## src/rtl/mwq_pkg.sv

```systemverilog
package mwq_pkg;
  localparam int WORD_W = 32;
  localparam int BYTES  = WORD_W / 8;
  localparam int SWORD_W = WORD_W + BYTES;  // data plus per-byte parity
  localparam int MAX_WORDS = 4;

  typedef logic [SWORD_W-1:0] sword_t;
  typedef enum logic {ACC_IDLE, ACC_ERR2} acc_st_e;

  // index of the final word of a record for a length code
  function automatic logic [1:0] last_idx(input logic [1:0] code);
    unique case (code)
      2'd0:    last_idx = 2'd0;
      2'd1:    last_idx = 2'd1;
      default: last_idx = 2'd3;
    endcase
  endfunction
endpackage

```

## src/rtl/mwq_parity.sv

```systemverilog
module mwq_parity #(
  parameter int W = 32
) (
  input  logic [W-1:0]   data_i,
  output logic [W/8-1:0] par_o
);
  localparam int NB = W / 8;
  for (genvar b = 0; b < NB; b++) begin : g_byte
    assign par_o[b] = ^data_i[8*b +: 8];  // even parity over byte + bit
  end
endmodule

```

## src/rtl/mwq_store.sv

```systemverilog
module mwq_store #(
  parameter int DEPTH = 16,
  parameter int ENT_W = 144
) (
  input  logic             clk_i,
  input  logic             rst_ni,
  input  logic             push_i,
  input  logic [ENT_W-1:0] push_data_i,
  input  logic             pop_i,
  output logic [ENT_W-1:0] head_o,
  output logic             full_o,
  output logic             empty_o
);
  localparam int PTR_W = (DEPTH > 1) ? $clog2(DEPTH) : 1;
  localparam int CNT_W = $clog2(DEPTH + 1);
  localparam logic [PTR_W-1:0] PTR_MAX = PTR_W'(DEPTH - 1);

  logic [ENT_W-1:0] mem_q [DEPTH];
  logic [PTR_W-1:0] wr_ptr_q, rd_ptr_q;
  logic [CNT_W-1:0] cnt_q, cnt_d;
  logic             full_q, empty_q;

  always_comb begin
    cnt_d = cnt_q;
    if (push_i && !pop_i)      cnt_d = cnt_q + CNT_W'(1);
    else if (pop_i && !push_i) cnt_d = cnt_q - CNT_W'(1);
  end

  always_ff @(posedge clk_i) begin
    if (push_i) mem_q[wr_ptr_q] <= push_data_i;
  end

  always_ff @(posedge clk_i or negedge rst_ni) begin
    if (!rst_ni) begin
      wr_ptr_q <= '0;
      rd_ptr_q <= '0;
      cnt_q    <= '0;
      full_q   <= 1'b0;
      empty_q  <= 1'b1;
    end else begin
      if (push_i) wr_ptr_q <= (wr_ptr_q == PTR_MAX) ? '0 : wr_ptr_q + PTR_W'(1);
      if (pop_i)  rd_ptr_q <= (rd_ptr_q == PTR_MAX) ? '0 : rd_ptr_q + PTR_W'(1);
      cnt_q   <= cnt_d;
      full_q  <= (cnt_d == CNT_W'(DEPTH));
      empty_q <= (cnt_d == '0);
    end
  end

  assign head_o  = mem_q[rd_ptr_q];
  assign full_o  = full_q;
  assign empty_o = empty_q;

  a_r3_no_push_when_full: assert property (@(posedge clk_i) disable iff (!rst_ni)
    push_i |-> !full_o);
  a_r4_no_pop_when_empty: assert property (@(posedge clk_i) disable iff (!rst_ni)
    pop_i |-> !empty_o);
  a_r11_full_on_fill: assert property (@(posedge clk_i) disable iff (!rst_ni)
    (cnt_q == CNT_W'(DEPTH - 1) && push_i && !pop_i) |=> full_o);
  a_r11_empty_on_drain: assert property (@(posedge clk_i) disable iff (!rst_ni)
    (cnt_q == CNT_W'(1) && pop_i && !push_i) |=> empty_o);
endmodule

```

## src/rtl/mwq_top.sv

```systemverilog
module mwq_top
  import mwq_pkg::*;
#(
  parameter int DEPTH = 16
) (
  input  logic              clk_i,
  input  logic              rst_ni,
  input  logic [1:0]        esize_i,
  input  logic              par_notify_i,
  input  logic              req_i,
  input  logic              we_i,
  input  logic [1:0]        addr_i,
  input  logic [WORD_W-1:0] wdata_i,
  input  logic [BYTES-1:0]  par_flip_i,
  output logic [WORD_W-1:0] rdata_o,
  output logic              ready_o,
  output logic              resp_err_o,
  output logic              full_o,
  output logic              empty_o
);
  localparam int ENT_W = MAX_WORDS * SWORD_W;

  acc_st_e st_q, st_d;
  sword_t  stage_q [MAX_WORDS];
  logic [MAX_WORDS-1:0][SWORD_W-1:0] push_ent, head_ent;
  logic [1:0]       last;
  logic             in_range, acc, wr_acc, rd_acc, rd_valid, err_now;
  logic             push, pop, perr, full, empty;
  logic [BYTES-1:0] wpar, rpar;
  sword_t           wword, hword;

  assign last     = last_idx(esize_i);
  assign in_range = (addr_i <= last);

  // write side: parity generation and record assembly
  mwq_parity #(.W(WORD_W)) u_wpar (.data_i(wdata_i), .par_o(wpar));
  assign wword = {wpar ^ par_flip_i, wdata_i};

  for (genvar k = 0; k < MAX_WORDS; k++) begin : g_asm
    assign push_ent[k] = (addr_i == 2'(k)) ? wword : stage_q[k];
  end

  always_ff @(posedge clk_i or negedge rst_ni) begin
    if (!rst_ni) begin
      for (int k = 0; k < MAX_WORDS; k++) stage_q[k] <= '0;
    end else if (wr_acc && in_range) begin
      stage_q[addr_i] <= wword;
    end
  end

  // read side: head word select and parity check
  assign hword = head_ent[addr_i];
  mwq_parity #(.W(WORD_W)) u_rpar (.data_i(hword[WORD_W-1:0]), .par_o(rpar));
  assign perr = (rpar != hword[SWORD_W-1:WORD_W]);

  assign rd_valid = req_i && !we_i && in_range && !empty;
  assign err_now  = rd_valid && par_notify_i && perr;
  assign rdata_o  = rd_valid ? hword[WORD_W-1:0] : '0;

  // access control: normal single-cycle, or two-cycle error response
  always_comb begin
    st_d = st_q;
    unique case (st_q)
      ACC_IDLE: if (err_now) st_d = ACC_ERR2;
      ACC_ERR2: st_d = ACC_IDLE;
      default:  st_d = ACC_IDLE;
    endcase
  end

  always_ff @(posedge clk_i or negedge rst_ni) begin
    if (!rst_ni) st_q <= ACC_IDLE;
    else         st_q <= st_d;
  end

  assign ready_o    = (st_q == ACC_ERR2) ? 1'b1 : !err_now;
  assign resp_err_o = (st_q == ACC_ERR2) ? 1'b1 : err_now;

  assign acc    = req_i && ready_o;
  assign wr_acc = acc && we_i;
  assign rd_acc = acc && !we_i;
  assign push   = wr_acc && in_range && (addr_i == last) && !full;
  assign pop    = rd_acc && rd_valid && (addr_i == last);

  mwq_store #(.DEPTH(DEPTH), .ENT_W(ENT_W)) u_store (
    .clk_i      (clk_i),
    .rst_ni     (rst_ni),
    .push_i     (push),
    .push_data_i(push_ent),
    .pop_i      (pop),
    .head_o     (head_ent),
    .full_o     (full),
    .empty_o    (empty)
  );

  assign full_o  = full;
  assign empty_o = empty;

  a_r9_err_second_cycle: assert property (@(posedge clk_i) disable iff (!rst_ni)
    (resp_err_o && !ready_o) |=> (resp_err_o && ready_o));
  a_r9_no_pop_first_err: assert property (@(posedge clk_i) disable iff (!rst_ni)
    (resp_err_o && !ready_o) |-> !pop);
  a_r4_underflow_zero: assert property (@(posedge clk_i) disable iff (!rst_ni)
    (req_i && !we_i && empty_o) |-> (rdata_o == '0 && !resp_err_o && ready_o));
  a_r5_beyond_zero: assert property (@(posedge clk_i) disable iff (!rst_ni)
    (req_i && !we_i && !in_range) |-> (rdata_o == '0 && !pop));
  a_r5_beyond_no_push: assert property (@(posedge clk_i) disable iff (!rst_ni)
    (req_i && we_i && !in_range) |-> !push);
  a_r8_silent_when_off: assert property (@(posedge clk_i) disable iff (!rst_ni)
    (!par_notify_i && st_q == ACC_IDLE) |-> (!resp_err_o && ready_o));
  a_r6_pop_final_only: assert property (@(posedge clk_i) disable iff (!rst_ni)
    pop |-> (addr_i == last));
endmodule

```

## config.mk

```make
export PLATFORM = sky130hd
export DESIGN_NAME = mwq_top
export DESIGN_NICKNAME = d
export VERILOG_FILES = /design/src/rtl/mwq_pkg.sv /design/src/rtl/mwq_parity.sv /design/src/rtl/mwq_store.sv /design/src/rtl/mwq_top.sv
export SDC_FILE = /design/constraint.sdc
export NUM_CORES = 2
export LEC_CHECK = 0
export CORE_MARGIN = 3
export CORE_UTILIZATION = 30
export CTS_BUF_LIST = sky130_fd_sc_hd__clkbuf_8
export CTS_CLUSTER_DIAMETER = 120
export CTS_CLUSTER_SIZE = 12
export DETAILED_ROUTE_END_ITERATION = 7
export GPL_TIMING_DRIVEN = 0
export SLEW_MARGIN = 20
export SYNTH_ARGS = -nofsm -noshare
export SYNTH_HDL_FRONTEND = slang
export SYNTH_HIERARCHICAL = 1
export SYNTH_SLANG_ARGS = --single-unit
```

## constraint.sdc

```tcl
create_clock -name clk_i -period 13.4 [get_ports clk_i]
set_clock_uncertainty 0.05 [all_clocks]
set_input_delay 2.68 -clock clk_i [delete_from_list [all_inputs] [get_ports clk_i]]
set_output_delay 2.68 -clock clk_i [all_outputs]
set_load 0.005 [all_outputs]
```

* Word level (Yosys, flattened, before mapping)
Memories as Yosys holds them, arrays and structs flattened.
Cells that the tools add are included.
** Storage, ports and cells
- Register bits after elaboration :: 160
- RAM bits :: 2304
- Input bits :: 45
- Output and inout bits :: 36
- Logic and storage cells :: 85
- Memories :: 1
** Operators by class
- $add $sub $neg :: 4
- Order comparisons :: 4
- Equal/unequal tests :: 9
- Multiplexer cells :: 21
- Bitwise logic cells :: 3
- Reductions and logical operators :: 33
** Memories
- u_store.mem_q :: words 16, width 144, rd ports 1, clocked after memory_dff 0, wr ports 1, RTL line mwq_store.sv:18 : logic [ENT_W-1:0] mem_q [DEPTH];
** Operator list (number)
- $mux W36 :: 6
- $bwmux W144 :: 1
- $bmux W36 S2 :: 1
- $demux W36 S2 :: 1
- $reduce_xor A8 Y1 :: 8
- $mux W32 :: 1
- $logic_and A1 B1 Y1 :: 16
- $mux W5 :: 2
- $add A4 B1 Y4 const B :: 2
- $eq A4 B4 Y1 const B :: 2
- $mux W4 :: 2
- $logic_not A1 Y1 :: 6
- $add A5 B1 Y5 const B :: 1
- $eq A5 B5 Y1 const B :: 1
- $logic_not A5 Y1 :: 1
- $mux W1 :: 5
- $sub A5 B1 Y5 const B :: 1
- $eq A2 B1 Y1 const B :: 2
- $eq A2 B2 Y1 const B :: 2
- $logic_not A2 Y1 :: 2
- $ne A4 B4 Y1 :: 1
- $pmux W2 S2 :: 1
- $xor A4 B4 Y4 :: 1
- $ge A3 B3 Y1 const B :: 1
- other kinds (7) :: 7

* Longest topological paths before layout
- Depth after elaboration :: 19
- Depth in mapped cells :: 19
- Gate-level depth less buffers :: 14

* Cells and area by module
The synthesis kept the hierarchy.
** Modules (own cells, without submodules)
- mwq_store :: times used 1, cells each 3606, area each 86700.7 um2, seq. area each 69563.0 um2
- mwq_top :: times used 1, cells each 599, area each 8448.1 um2, seq. area each 3628.5 um2
- mwq_parity :: times used 2, cells each 28, area each 245.2 um2, seq. area each 0.0 um2

* Worst setup path after synthesis
Ideal clock, no wire load.
- Path kind :: input port to flip-flop
- From :: input port addr_i[0]
- To :: memory u_store.mem_q[3][0] (enable)
- Library setup time :: 0.823 ns
- Data arrival time :: 13.803 ns
- Required time :: 12.527 ns
- Slack :: -1.276 ns
- Stages on the path :: 9
- Buffers on the path :: 3
- Cells stage by stage :: buf_4 buf_8 inv_2 ha_1 nand2_1 nor3_1 clkbuf_1 nand2_1 nor3_1
** Between the ends
- Cells in the longest elaborated chain, start to end :: 14
- Elaborated cells on any way between the ends :: 22
- Classes of those cells :: 1 x order compare; 2 x eq/ne; 5 x mux; 14 x reduce/logical
** Ends and longest elaborated chain
- start, declared :: RTL line mwq_top.sv:12 : input logic [1:0] addr_i,
- $bmux W36 S2 or $le A2 B2 Y1 (tied branches) :: RTL line mwq_top.sv:52, mwq_top.sv:33
- $mux W36 (not written as such) or $logic_and A1 B1 Y1 (tied branches) :: RTL line mwq_top.sv:52, mwq_top.sv:56
- $reduce_xor A8 Y1 or $logic_and A1 B1 Y1 (tied branches) :: RTL line mwq_parity.sv:9, mwq_top.sv:56
- $ne A4 B4 Y1 or $logic_and A1 B1 Y1 (tied branches) :: RTL line mwq_top.sv:54, mwq_top.sv:57
- $logic_and A1 B1 Y1 :: RTL line mwq_top.sv:57 : assign err_now = rd_valid && par_notify_i && perr;
- $logic_not A1 Y1 :: RTL line mwq_top.sv:75 : assign ready_o = (st_q == ACC_ERR2) ? 1'b1 : !err_now;
- $mux W1 :: RTL line mwq_top.sv:75
- $logic_and A1 B1 Y1 :: RTL line mwq_top.sv:78 : assign acc = req_i && ready_o;
- $logic_and A1 B1 Y1 :: RTL line mwq_top.sv:79 : assign wr_acc = acc && we_i;
- $logic_and A1 B1 Y1 :: RTL line mwq_top.sv:81 : assign push = wr_acc && in_range && (addr_i == last) && !full;
- $logic_and A1 B1 Y1 (*) (2 in a row) :: RTL line mwq_top.sv:81
- net push :: RTL line mwq_top.sv:28 : logic push, pop, perr, full, empty;
- $mux W1 (*) :: RTL line mwq_store.sv:30 : if (push_i) mem_q[wr_ptr_q] <= push_data_i;
- $mux W1 (not written as such) (*) :: RTL line mwq_store.sv:30
- end, declared :: RTL line mwq_store.sv:18
The timed path passes the listed nets; every way through them passes the cells marked *. The select of a mux whose other input is x is not followed.

* Worst setup path in the final report
- From :: input port addr_i[1]
- To :: output port resp_err_o
** Between the ends
- Cells in the longest elaborated chain, start to end :: 6
- Elaborated cells on any way between the ends :: 13
- Classes of those cells :: 1 x order compare; 1 x eq/ne; 3 x mux; 8 x reduce/logical
** Ends and longest elaborated chain
- $bmux W36 S2 :: RTL line mwq_top.sv:52 : assign hword = head_ent[addr_i];
- $mux W36 (not written as such) :: RTL line mwq_top.sv:52
- net hword[15] :: RTL line mwq_top.sv:30 : sword_t wword, hword;
- $reduce_xor A8 Y1 :: RTL line mwq_parity.sv:9 : assign par_o[b] = ^data_i[8*b +: 8];
- net rpar[1] :: RTL line mwq_top.sv:29 : logic [BYTES-1:0] wpar, rpar;
- $ne A4 B4 Y1 :: RTL line mwq_top.sv:54 : assign perr = (rpar != hword[SWORD_W-1:WORD_W]);
- $logic_and A1 B1 Y1 :: RTL line mwq_top.sv:57
- $mux W1 :: RTL line mwq_top.sv:76 : assign resp_err_o = (st_q == ACC_ERR2) ? 1'b1 : err_now;
- end, declared :: RTL line mwq_top.sv:17 : output logic resp_err_o,
The timed path passes the listed nets, and every way through them passes these cells. The select of a mux whose other input is x is not followed.

==> out/qor.txt <==
Status: finished, final reports clean
Yosys reg bits: 2464
Hold-fix buffers, CTS: 0
DRC: 0
Slew HR: 0.1514
CP Data Arrival Time: 7.83 ns
Chip width: 570.6 um
Post-synth EDFFs: 2304
Area of the multi-input gates: 21360 um2
Final ANT Viol Nets: 0
Sequential cell area fraction in the yosys report: 0.7653
Design Power: 20.10 mW
Fill cells: 29140
Initial Util: 0.3027
Reg area: 73190 um2
Maximum clock insertion buffer count: 3
PwrDens: 182.7 nW/um2
Top FF cell, synth: edfxtp_1
WHS Path Cells: 1
# nets final: 4815
Worst path depth: 12
Post-CTS Setup Bufs: 0
CP bufs+invs: 5
WL final: 273600 um
Worst-Skew Late Latency: 1.01 ns
Post-Synthesis Cell Area: 95640 um2
P&R area growth vs syn: 15.01%
RePlAce Congestion: 0.7583
Worst path slowest cell: clkbuf_1
CP Class: primary input to primary output
Final setup vio count: 0
Commonest non-fill, non-tap cell in the layout: edfxtp_1
HP Class: flop to flop
Sink count of the clock tree: 2464
Most frequent CP cell: xnor2_1
Critical path startpoint category: primary input
Leakage: 34.92 nW
Tcrit/Tclk final: 0.7884
Port Buf Inserts: 79
H-Tree Depth: 4
VDD IR max: 0.1333 mV
DR iter-0 viols: 6061
Critical path, cell by cell: clkdlybuf4s50_1 > buf_2 > buf_2 > clkbuf_1 > mux4_2 > xor2_1 > xnor2_1 > xnor2_1 > xnor2_1 > nand4_1 > a31o_2 > clkdlybuf4s50_1
Data required, critical path: 10.67 ns
Antenna violations before repair: 24
Final worst setup slack: 2.835 ns
Most frequent cells in the layout: edfxtp_1 (2304), mux4_2 (611), a22oi_1 (290)
Total iterations of the first detailed-routing run: 5
Post-CTS sizing: 0
Ports: 81
Drt via density: 5.222
Final hold viol count: 0
Synth unique cells: 47
Placed wire-length estimate: 189200 um
Mapped Cells: 4261
Achievable frequency: 94.66 MHz
Core Rows: 206
Post-Place Setup Slack: 2.675 ns
Syn nets: 4315
Cells on worst reg2reg path: 18
Vias in the first global route: 47610
Worst-path clk slew: 0.09 ns
Die ar.: 325600 um2
Final count of pins violating max slew: 0
Routed vias: 47650
Die H: 570.6 um
Max-Cap Viols: 0
Clk root buf: clkbuf_8
GR Overflow Total: 0
Largest stage delay on the critical path: 0.77 ns
Asr flop ratio synth: 0.06494
Worst-path maximum fanout: 10
Wire per inst: 29.98 um
First-pass GRT wire length: 378800 um
CTS Buf Count: 223
Largest net degree at the start of global routing: 72
RSZ-0062 raised after global routing: false
CORE AREA: 316000 um2
Crit end category: primary output
TritonCTS clock tree: done
Actual slew at the worst max-slew pin: 1.273 ns
Setup TNS: 0 ns
Mean post-synth cell area: 22.45 um2
Synth Warn #: 6
Layout cells sized above 1: 0.2977
Crit path max-delay family: buffers and inverters
Tmin final: 10.56 ns
Tot GR Track Use: 0.1657
==> cell type report <==
type	instances	area share
flip-flops and latches	2464	0.6654
multi-input cells	1549	0.1942
well taps	4160	0.04732
repair buffers	275	0.04579
clock buffers	226	0.02828
plain buffers	240	0.01125
clock inverters	196	0.007337
inverters	8	0.0002730
diodes	8	0.0001820
==> where the power goes <==
| part | leakage (nW) | internal, mW | switching, mW | total (mW) |
|---|---|---|---|---|
| clock network | 2.65 | 1.58 | 2.49 | 4.07 |
| registers | 22.8 | 9.16 | 0.100 | 9.26 |
| logic | 9.50 | 2.60 | 4.17 | 6.77 |
==> cells in the mapped netlist, types with 2 or more instances <==
cell,count,area share
edfxtp_1,2304,0.72
mux4_2,611,0.14
a22oi_1,290,0.023
mux2_2,269,0.032
nand2_1,173,0.0068
dfrtp_1,159,0.042
clkbuf_1,110,0.0043
xnor2_1,61,0.0056
buf_2,59,0.0031
buf_4,37,0.0029
and2_1,33,0.0022
nor2_1,22,0.00086
buf_1,21,0.00082
o21ai_0,15,0.00078
xor2_1,14,0.0013
buf_6,12,0.0014
ha_1,9,0.0012
a21oi_1,7,0.00037
inv_1,7,0.00027
mux2_1,5,0.00059
nand2b_1,5,0.00033
nor2b_1,5,0.00033
nor3_1,4,0.00021
nand4_1,3,0.00020
nor3_4,3,0.00051
or2_2,2,0.00013
==> worst register-to-register path: stages, from the launching register on <==
cell	delay, ns
dfrtp_1	0.47
buf_2	0.49
buf_2	0.63
clkbuf_1	0.95
mux4_2	0.47
a22oi_1	0.19
nand2_1	0.15
mux4_2	0.52
xnor2_1	0.20
xnor2_1	0.11
xnor2_1	0.82
xnor2_1	0.21
nand4_1	0.40
a41oi_1	0.73
buf_4	0.34
or3b_1	0.42
o32ai_2	0.23
xor2_1	0.24
nor4b_2	0.23
==> sequential cells by signal, indices dropped and copies added, names as in the netlist <==
name and flops:
u_store/mem_q 2304, st_q 1, u_store/wr_ptr_q 4, u_store/rd_ptr_q 4
u_store/cnt_q 5, u_store/full_o 1, u_store/empty_o 1, stage_q 144
==> path summary, 6_finish.rpt <==
check,slack [ns],end,startpoint
worst max-delay path,2.84,resp_err_o,addr_i[1]
worst min-delay path,0.43,u_store/cnt_q[4]$_DFF_PN0_,u_store/cnt_q[4]$_DFF_PN0_
worst max register to register,5.47,u_store/full_o$_DFF_PN0_,u_store/rd_ptr_q[1]$_DFFE_PN0P_
worst min register to register,0.43,u_store/cnt_q[4]$_DFF_PN0_,u_store/cnt_q[4]$_DFF_PN0_
max in group asynchronous,10.94,stage_q[96]$_DFFE_PN0P_,rst_ni
min in group asynchronous,1.50,u_store/full_o$_DFF_PN0_,rst_ni
==> cells by family (layout without fill, tap and decap cells) <==
kind of cell	after synthesis	in the layout	synth area share
fa+ha+maj	9	9	0.001177
simple gates	259	259	0.01249
compound gates	319	319	0.02463
mux	887	887	0.1765
flops	2464	2464	0.7653
xor+xnor	75	75	0.006868
other cells	0	8	0
buf+inv	248	945	0.01302
==> through the flow <==
stage | std cells | hold WS, ns | utilization | area, um2
final | 9126 | 0.4273 | 0.3481 | 110000
after global routing | 9121 | 0.4609 | 0.3480 | 110000
after CTS | 9117 | 0.4289 | 0.3479 | 109900
after detailed placement | 8695 | 0.4125 | 0.3355 | 106000
after global placement | 8500 | 0.4126 | 0.3217 | 101700
after floorplan | 4261 | 0.3956 | - | 95650
==> metal layers <==
metal,global-route usage,part of all wire
met3,0.03077,0.085
met4,0.05072,0.029
met2,0.2797,0.50
met5,0,0.000048
met1,0.2168,0.39
(Power assumes the default switching activity.)
